**config.mk**
```make
export PLATFORM = sky130hd
export DESIGN_NAME = line_xfer_eng
export DESIGN_NICKNAME = d
export VERILOG_FILES = /design/src/rtl/line_xfer_eng.sv
export SDC_FILE = /design/constraint.sdc
export NUM_CORES = 1
export LEC_CHECK = 0
export BUFFER_PORTS_ARGS = -buffer_cell sky130_fd_sc_hd__buf_4
export CAP_MARGIN = 20
export CORE_UTILIZATION = 60
export CTS_BUF_LIST = sky130_fd_sc_hd__clkbuf_16
export CTS_CLUSTER_SIZE = 10
export DETAILED_ROUTE_END_ITERATION = 12
export MAX_ROUTING_LAYER = met4
export PLACE_DENSITY = 0.8
export SYNTH_ARGS = -nofsm -noshare
export SYNTH_HDL_FRONTEND = slang
export SYNTH_SLANG_ARGS = --single-unit
```
**constraint.sdc**
```tcl
create_clock -name clk -period 4.4 [get_ports clk]
set_input_delay 0.66 -clock clk [delete_from_list [all_inputs] [get_ports clk]]
set_output_delay 0.66 -clock clk [all_outputs]
set_load 0.005 [all_outputs]
```
**src/rtl/line_xfer_eng.sv**
```systemverilog
module line_xfer_eng #(
  parameter int NCH = 4,
  parameter int AW  = 16,
  parameter int REV = 2,
  localparam int CW = $clog2(NCH)
) (
  input  logic          clk,
  input  logic          rst_n,
  input  logic          frame_start,
  input  logic          hblank,
  input  logic [NCH-1:0] en_mask,
  input  logic [NCH-1:0] dma_busy,
  output logic [NCH-1:0] dma_abort,
  input  logic          cfg_we,
  input  logic [CW-1:0] cfg_ch,
  input  logic [1:0]    cfg_sel,
  input  logic [AW-1:0] cfg_wdata,
  input  logic [CW-1:0] rd_ch,
  input  logic [1:0]    rd_sel,
  output logic [AW-1:0] rd_data,
  output logic          mem_req,
  output logic [AW-1:0] mem_addr,
  input  logic          mem_rdy,
  input  logic [7:0]    mem_rdata,
  output logic          bw_en,
  output logic [7:0]    bw_port,
  output logic [7:0]    bw_data
);

  typedef enum logic [2:0] {S_IDLE, S_WAIT, S_SVC, S_FETCH, S_STEP} st_t;

  logic [1:0]    mode_r  [NCH];
  logic [7:0]    port_r  [NCH];
  logic [AW-1:0] start_r [NCH];
  logic [AW-1:0] cur_r   [NCH];
  logic [7:0]    lc_r    [NCH];
  logic [NCH-1:0] xfer, done, act;

  st_t        st;
  logic [CW-1:0] ch;
  logic       lc_kind, bsel, init_ph;
  logic [4:0] wcnt;
  logic [2:0] fr_cnt;

  wire [NCH-1:0] pend  = act & ~done;
  wire [4:0]     delay = (REV == 1) ? 5'd20 - {2'b0, fr_cnt} : 5'd12 + {2'b0, fr_cnt};
  wire           two   = (mode_r[ch] != 2'd0);

  logic nx_ok, fp_ok, fe_ok;
  logic [CW-1:0] nx_ch, fp_ch, fe_ch;

  always_comb begin
    nx_ok = 1'b0; nx_ch = '0;
    fp_ok = 1'b0; fp_ch = '0;
    fe_ok = 1'b0; fe_ch = '0;
    for (int i = NCH - 1; i >= 0; i--) begin
      if (pend[i] && i > int'(ch)) begin nx_ok = 1'b1; nx_ch = CW'(i); end
      if (pend[i])                 begin fp_ok = 1'b1; fp_ch = CW'(i); end
      if (en_mask[i])              begin fe_ok = 1'b1; fe_ch = CW'(i); end
    end
  end

  assign mem_req  = (st == S_FETCH);
  assign mem_addr = cur_r[ch];

  always_comb begin
    rd_data = '0;
    case (rd_sel)
      2'd0: rd_data = cur_r[rd_ch];
      2'd1: rd_data[7:0] = lc_r[rd_ch];
      2'd2: rd_data[1:0] = {done[rd_ch], xfer[rd_ch]};
      default: rd_data = start_r[rd_ch];
    endcase
  end

  always_ff @(posedge clk) begin
    if (!rst_n) begin
      for (int i = 0; i < NCH; i++) begin
        mode_r[i] <= '0; port_r[i] <= '0; start_r[i] <= '0;
        cur_r[i] <= '0; lc_r[i] <= '0;
      end
      xfer <= '0; done <= '0; act <= '0;
      st <= S_IDLE; ch <= '0; lc_kind <= 1'b0; bsel <= 1'b0; init_ph <= 1'b0;
      wcnt <= '0; fr_cnt <= '0; dma_abort <= '0;
      bw_en <= 1'b0; bw_port <= '0; bw_data <= '0;
    end else begin
      fr_cnt    <= fr_cnt + 3'd1;
      bw_en     <= 1'b0;
      dma_abort <= '0;
      if (cfg_we) begin
        case (cfg_sel)
          2'd0: mode_r[cfg_ch]  <= cfg_wdata[1:0];
          2'd1: port_r[cfg_ch]  <= cfg_wdata[7:0];
          2'd2: start_r[cfg_ch] <= cfg_wdata;
          default: ;
        endcase
      end
      if (frame_start) begin
        xfer <= '0; done <= '0; act <= '0;
        st   <= S_WAIT;
        wcnt <= delay;
      end else begin
        case (st)
          S_IDLE: if (hblank && fp_ok) begin
            ch <= fp_ch; init_ph <= 1'b0; st <= S_SVC;
          end
          S_WAIT: if (wcnt == 5'd1) begin
            act       <= en_mask;
            dma_abort <= en_mask & dma_busy;
            for (int i = 0; i < NCH; i++)
              if (en_mask[i]) cur_r[i] <= start_r[i];
            if (fe_ok) begin
              ch <= fe_ch; init_ph <= 1'b1; lc_kind <= 1'b1; st <= S_FETCH;
            end else st <= S_IDLE;
          end else wcnt <= wcnt - 5'd1;
          S_SVC: if (xfer[ch]) begin
            lc_kind <= 1'b0; bsel <= 1'b0; st <= S_FETCH;
          end else st <= S_STEP;
          S_FETCH: if (mem_rdy) begin
            cur_r[ch] <= cur_r[ch] + 1'b1;
            if (lc_kind) begin
              if (mem_rdata == 8'h00) begin
                done[ch] <= 1'b1; xfer[ch] <= 1'b0;
              end else begin
                lc_r[ch] <= mem_rdata; xfer[ch] <= 1'b1;
              end
              if (nx_ok) begin
                ch <= nx_ch;
                st <= init_ph ? S_FETCH : S_SVC;
              end else st <= S_IDLE;
            end else begin
              bw_en   <= 1'b1;
              bw_port <= port_r[ch] + {7'd0, mode_r[ch][0] & bsel};
              bw_data <= mem_rdata;
              if (two && !bsel) bsel <= 1'b1;
              else st <= S_STEP;
            end
          end
          S_STEP: begin
            lc_r[ch][6:0] <= lc_r[ch][6:0] - 7'd1;
            xfer[ch]      <= lc_r[ch][7];
            if (lc_r[ch][6:0] == 7'd1) begin
              lc_kind <= 1'b1; st <= S_FETCH;
            end else if (nx_ok) begin
              ch <= nx_ch; st <= S_SVC;
            end else st <= S_IDLE;
          end
          default: st <= S_IDLE;
        endcase
      end
    end
  end

  assert_flags_clear_R1: assert property (@(posedge clk) disable iff (!rst_n)
    frame_start |=> (done == '0 && xfer == '0));

  assert_abort_single_R3: assert property (@(posedge clk) disable iff (!rst_n)
    (dma_abort != '0) |=> (dma_abort == '0));

  assert_finished_quiet_R4: assert property (@(posedge clk) disable iff (!rst_n)
    mem_req |-> !done[ch]);

  assert_write_from_read_R5: assert property (@(posedge clk) disable iff (!rst_n)
    bw_en |-> $past(mem_req && mem_rdy));

  assert_no_early_req_R7: assert property (@(posedge clk) disable iff (!rst_n)
    frame_start |=> !mem_req);

  assert_req_hold_R10: assert property (@(posedge clk) disable iff (!rst_n)
    (mem_req && !mem_rdy && !frame_start) |=> (mem_req && $stable(mem_addr)));

endmodule

```
==> flow_summary_export.csv, run 1 <==
group,metric,value,unit
final_layout,final_util,0.694,
worst_setup_path,critical_path_class,"register to register",
clocking,cts_root_buffer,"clkbuf_16",
route,num_vias,9337,
timing,slew_violations,0,
floorplanning,die_x,148,um
synth,ys_seq_elements,251,
route,wl_per_cell,23.8,um
clocking,cts_setup_buffers,0,
synth,synth_cell_types,71,
clocking,cts_buffer_depth,3,
worst_setup_path,cp-end-kind,"register",
synth,synth_edf_count,200,
worst_setup_path,path_max_fanout,17,
worst_setup_path,arrival,3.70,ns
worst_setup_path,max_stage_delay,0.94,ns
timing,fin_skew,0.00890,ns
synth,syn_area,12800,um2
final_layout,nets,1172,
timing,maxClockFrequency,301,MHz
worst_setup_path,worstPathCellList,"inv_1 > ha_1 > nor4b_1 > nand2_1 > nor2_1 > and2_1 > nand2_1 > o21ai_0",
synth,yosysTopAreaCell,"edfxtp_1",
run_status,status,"complete, no violations",
timing,grt_setup_unrepaired,"false",
clocking,cts.sinks,251,
synth,syn_avg_cell_area,12.4,um2
worst_setup_path,cp_common_cell,"nand2_1",
floorplanning,rows,53,
timing,period_minus_slack,3.33,ns
run,max_cap_violations,0,
synth,synth_flop_cell,"edfxtp_1",
global_route,grt_max_degree,51,
synth,yosysSeqAreaShare,0.548,
clocking,cts_tree,"done",
pwr,p_per_area,365,nW/um2
synth,async_flop_share,0,
synth,netlist_instances,1034,
hold_path,hold-path-cell-count,2,
synth,synthTopCellsByArea,"edfxtp_1 (47%), mux4_2 (12%), dfxtp_1 (8.0%)",
place,gp_congestion,0.900,
synth,synth_common_cells,"edfxtp_1 (200), nand2_1 (132), o21ai_0 (78), nor2_1 (68), mux4_2 (66)",
clocking,insertion_delay,0.53,ns
timing,fin_setup_tns,0,ns
route,postRouteAntennaNets,0,
pwr,static-leakage-power,0.00554,uW
clocking,cts_resized,0,
final_layout,antenna_cells,0,
synth,yosysTopAreaCellShare,0.468,
route,dr.pass1.iters,8,
timing,finalHoldViolCount,0,
global_route,grt_pass1_wl,51.8,mm
synth,synth.most_common_cell,"edfxtp_1",
timing,period_share,0.756,
floorplanning,core_area,21000,um2
synth,yosysWarnings,0,
final_layout,areaGrowthSynthToFinish,13.4,%
worst_setup_path,cp-start-kind,"register",
final_layout,layout-drive-gt1-share,0.215,
place,dpl.hpwl,22.6,mm
route,drc_errors,0,
worst_setup_path,slowest_stage,"and2_1",
floorplanning,die_h,148,um
route,drt-initial-drc-count,962,
global_route,antenna_found_initial,0,
pwr,ir_worst_vdd,0.000276,V
global_route,track_usage,0.324,
worst_setup_path,reg2reg_depth,8,
timing,whs,0.343,ns
clocking,cts_buffers,29,
worst_setup_path,critical_path_required,4.78,ns
clocking,clkTransAtPathRegs,0.06,ns
hold_path,hold_class,"input port to register",
floorplanning,ios,100,
synth,synth.net_count,1088,
timing,relSlewSlack,0.225,
clocking,cts.htree.levels,1,
route,drt_wl_total,33.7,mm
global_route,grt_overflow,0,
clocking,postCtsHoldBufs,0,
floorplanning,initial_utilization,0.612,
route,vias_per_cell,6.60,
global_route,grt_pass1_vias,9137,
timing,report.final.setup_viol,0,
place,portBuffers,99,
floorplanning,die-area,22000,um2
timing,tightest_slew,1.16,ns
## area by class of cell
| class | instances | area (um2) |
|---|---|---|
| multi-input combinational | 694 | 5370 |
| inverter | 20 | 75.1 |
| fill | 1482 | 6420 |
| clock inverter | 23 | 87.6 |
| timing repair buffer | 122 | 908 |
| sequential | 251 | 7030 |
| clock buffer | 29 | 726 |
| tap | 275 | 344 |
## flip-flops by register name (all words and copies together), names as in the netlist, named ones only
name	count
bw_en	1
bsel	1
mode_r	8
dma_abort	4
bw_data	8
ch	2
bw_port	8
cur_r	64
init_ph	1
act	4
st	3
port_r	32
lc_r	32
lc_kind	1
done	4
wcnt	5
fr_cnt	3
start_r	64
## metrics by stage
step | std cells | power [uW] | setup slack [ns] | area (um2)
final | 1414 | 5300 | 1.07 | 14500
after global routing | 1414 | 5450 | 0.862 | 14500
after CTS | 1411 | 5300 | 1.20 | 14500
after detailed placement | 1359 | 3270 | 1.20 | 13700
after global placement | 1359 | 3250 | 1.22 | 13700
after floorplan | 1034 | 3060 | 1.38 | 12800
## per-layer routing
layer,share of wire,wire [um],GRT usage
met1,0.37,12500,0.440
met2,0.46,15500,0.489
met3,0.13,4430,0.0586
met4,0.036,1210,0.126
met5,0,0,-
## final timing paths
path                                         startpoint                      end  slack, ns
worst max register to register     wcnt[1]$_SDFFE_PN0P_    cur_r[3][0]$_DFFE_PP_       1.07
worst min-delay path                        dma_busy[2]  dma_abort[2]$_SDFF_PP0_       0.34
worst min register to register  bw_port[1]$_SDFFE_PN0P_  bw_port[1]$_SDFFE_PN0P_       0.45
worst max-delay path               wcnt[1]$_SDFFE_PN0P_    cur_r[3][0]$_DFFE_PP_       1.07
## logic make-up after synthesis
group                      Yosys count  share of synthesized area
DFF                                251                      0.548
and+or+nand+nor                    398                      0.159
AOI/OAI and AO/OA                  171                     0.0809
xor gates and xnor gates            30                     0.0205
muxes                               87                      0.149
adders and majority gates            8                    0.00781
buffers and inverters               89                     0.0348
## layout by cell type, fill, tap and decap left out, types with 6 or more instances in the layout
| master | netlist | final |
|---|---|---|
| xor2_1 | 11 | 11 |
| nand2b_1 | 11 | 11 |
| mux4_2 | 66 | 66 |
| and3_1 | 59 | 59 |
| ha_1 | 8 | 8 |
| nand2_1 | 132 | 132 |
| a211oi_1 | 11 | 11 |
| nor2b_1 | 6 | 6 |
| edfxtp_1 | 200 | 200 |
| mux4_1 | 12 | 12 |
| inv_1 | 19 | 39 |
| and2_1 | 61 | 61 |
| a22o_1 | 14 | 14 |
| nand3_1 | 19 | 19 |
| buf_4 | 2 | 119 |
| xnor2_1 | 19 | 19 |
| nor2_1 | 68 | 67 |
| clkbuf_16 | 0 | 29 |
| a21oi_1 | 31 | 31 |
| a22oi_1 | 8 | 8 |
| mux2_2 | 6 | 6 |
| o21ai_0 | 78 | 76 |
| dfxtp_1 | 51 | 50 |
| a21o_1 | 8 | 8 |
## worst max-delay path: cells and delay by family (launching register included)
family	cells	cell delay, ns
simple gates	5	2.52
flops	1	0.32
fa+ha+maj	1	0.13
compound gates	1	0.12
buf+inv	1	0.08
## power by group
part	internal [uW]	switching, uW	total, uW
Sequential	2670	84.3	2750
Clock	1170	888	2060
Combinational	223	264	487
Total	4060	1240	5300
No activity file was read; power rests on OpenSTA's default activity.
==> run 2, diff against run 1 <==
==> constraint.sdc (replaced) <==
create_clock -name clk -period 3.1 [get_ports clk]
set_input_delay 0.465 -clock clk [delete_from_list [all_inputs] [get_ports clk]]
set_output_delay 0.465 -clock clk [all_outputs]
set_load 0.005 [all_outputs]
==> flow_summary_export.csv, run 2 (synthesis results as in run 1) <==
group,metric,value,unit
run_status,status,"complete, no violations",
route,postRouteAntennaNets,0,
worst_setup_path,cp-end-kind,"register",
timing,period_share,0.894,
clocking,insertion_delay,0.54,ns
final_layout,antenna_cells,0,
run,max_cap_violations,0,
worst_setup_path,cp-start-kind,"register",
clocking,clkTransAtPathRegs,0.06,ns
final_layout,final_area,14700,um2
route,dr.pass1.iters,5,
floorplanning,core_area,21000,um2
route,vias_per_cell,6.56,
pwr,static-leakage-power,0.00567,uW
floorplanning,die-area,22000,um2
pwr,ir_worst_vdd,0.000515,V
worst_setup_path,arrival,3.02,ns
timing,maxClockFrequency,361,MHz
pwr,p_sw_frac,0.234,
hold_path,hold_class,"input port to register",
route,wl_per_cell,24.0,um
final_layout,layout-drive-gt1-share,0.230,
place,place_ws,0.431,ns
pwr,p_per_area,513,nW/um2
timing,relSlewSlack,0.473,
clocking,cts_setup_buffers,0,
worst_setup_path,endpoint,"cur_r[0][14]$_DFFE_PP_",
timing,fin_setup_tns,0,ns
global_route,grt_overflow,0,
pwr,combPwrFrac,0.095,
worst_setup_path,critical_path_required,3.35,ns
pwr,p_switching,1770,uW
clocking,cts.htree.levels,1,
final_layout,nets,1197,
clocking,cts_resized,0,
global_route,grt_max_degree,37,
timing,period_minus_slack,2.77,ns
floorplanning,rows,53,
clocking,cts_tree,"done",
final_layout,n_fill_cell,1437,
timing,slew_violations,0,
route,num_vias,9452,
global_route,antenna_found_initial,0,
timing,finalHoldViolCount,0,
timing,report.final.setup_viol,0,
floorplanning,die_h,148,um
route,drt-initial-drc-count,1124,
timing,tightest_slew,0.791,ns
pwr,intPower,5780,uW
final_layout,areaGrowthSynthToFinish,14.8,%
route,drc_errors,0,
place,detailed_place.area,13900,um2
global_route,grt_pass1_wl,53.3,mm
timing,fin_ws,0.330,ns
worst_setup_path,critical_path_class,"register to register",
pwr,power_frac_seq,0.516,
global_route,grt_pass1_vias,9372,
pwr,clkPwrFrac,0.389,
worst_setup_path,path_max_fanout,8,
clocking,cts_buffer_depth,3,
floorplanning,die_x,148,um
final_layout,layout_common_cells,"edfxtp_1 (200), buf_4 (147), nand2_1 (132)",
clocking,cts_root_buffer,"clkbuf_16",
global_route,track_usage,0.333,
timing,grt_setup_unrepaired,"false",
worst_setup_path,rrSetupSlack,0.33,ns
floorplanning,ios,100,
place,gp_congestion,0.959,
clocking,cts.sinks,251,
worst_setup_path,r2r_end,"cur_r[0][14]$_DFFE_PP_",
place,portBuffers,99,
floorplanning,initial_utilization,0.612,
clocking,postCtsHoldBufs,0,
worst_setup_path,reg2reg_depth,7,
route,drt_wl_total,34.5,mm
final_layout,reg_top3,"cur_r: 64 flops, start_r: 64 flops",
final_layout,final_util,0.703,
clocking,cts_buffers,29,
place,dpl.hpwl,23.6,mm
final_layout,layout_commonest_cell,"edfxtp_1",
timing,fin_skew,0.0147,ns
[run 2: cell count changes in the layout (fill, tap and decap cells not counted), sizes merged]
| cell | delta |
|---|---|
| clkinv | -1 |
| buf | +25 |
| inv | +2 |
[run 2: metal layers]
metal  track usage  part of all wire  vias to the layer above
met5             -                 0                        -
met4         0.119             0.041                        0
met3        0.0647              0.12                      122
met2         0.515              0.46                      675
met1         0.442              0.37                     4548
li1              -                 -                     4107
[run 2: worst min path at each step]
stage	start	to	slack, ns	depth (start not counted)
6_report	dma_busy[2]	dma_abort[2]$_SDFF_PP0_	0.15	2
5_1_grt	dma_busy[2]	dma_abort[2]$_SDFF_PP0_	0.16	2
4_1_cts	dma_busy[2]	dma_abort[2]$_SDFF_PP0_	0.14	2
3_5_place_dp	fr_cnt[0]$_SDFF_PN0_	fr_cnt[0]$_SDFF_PN0_	0.44	1
3_3_place_gp	fr_cnt[0]$_SDFF_PN0_	fr_cnt[0]$_SDFF_PN0_	0.43	1
2_1_floorplan	fr_cnt[0]$_SDFF_PN0_	fr_cnt[0]$_SDFF_PN0_	0.42	1
[run 2: per-stage QoR]
stage,instances,total power [uW],hold WS (ns)
floorplan,1034,4340,0.417
global placement,1387,4630,0.432
detailed placement,1387,4660,0.444
CTS,1440,7540,0.141
global route,1440,7740,0.158
finish,1440,7550,0.152
[run 2: power by group through the flow]
stage          Combinational (uW)  Sequential (uW)  Clock, uW
3_5_place_dp                  706             3950          0
2_1_floorplan                 449             3890          0
5_1_grt                       770             3900       3070
3_3_place_gp                  694             3940          0
4_1_cts                       714             3890       2940
6_report                      720             3890       2930
[run 2: cell type report]
| type | instances | area, um2 | share of cell area |
|---|---|---|---|
| well taps | 275 | 344 | 0.0234 |
| clock inverters | 24 | 90.1 | 0.00612 |
| multi-input cells | 694 | 5360 | 0.364 |
| flip-flops and latches | 251 | 7030 | 0.477 |
| repair buffers | 147 | 1100 | 0.0750 |
| inverters | 20 | 75.1 | 0.00510 |
| clock buffers | 29 | 726 | 0.0493 |
[run 2: critical path: stages (launching register included)]
cell and delay [ns]:
dfxtp_2 0.40, buf_4 0.24, mux4_1 0.72, and4_1 0.32, nand4_1 0.16, nor2_1 0.08, xnor2_1 0.38, o21ai_0 0.18
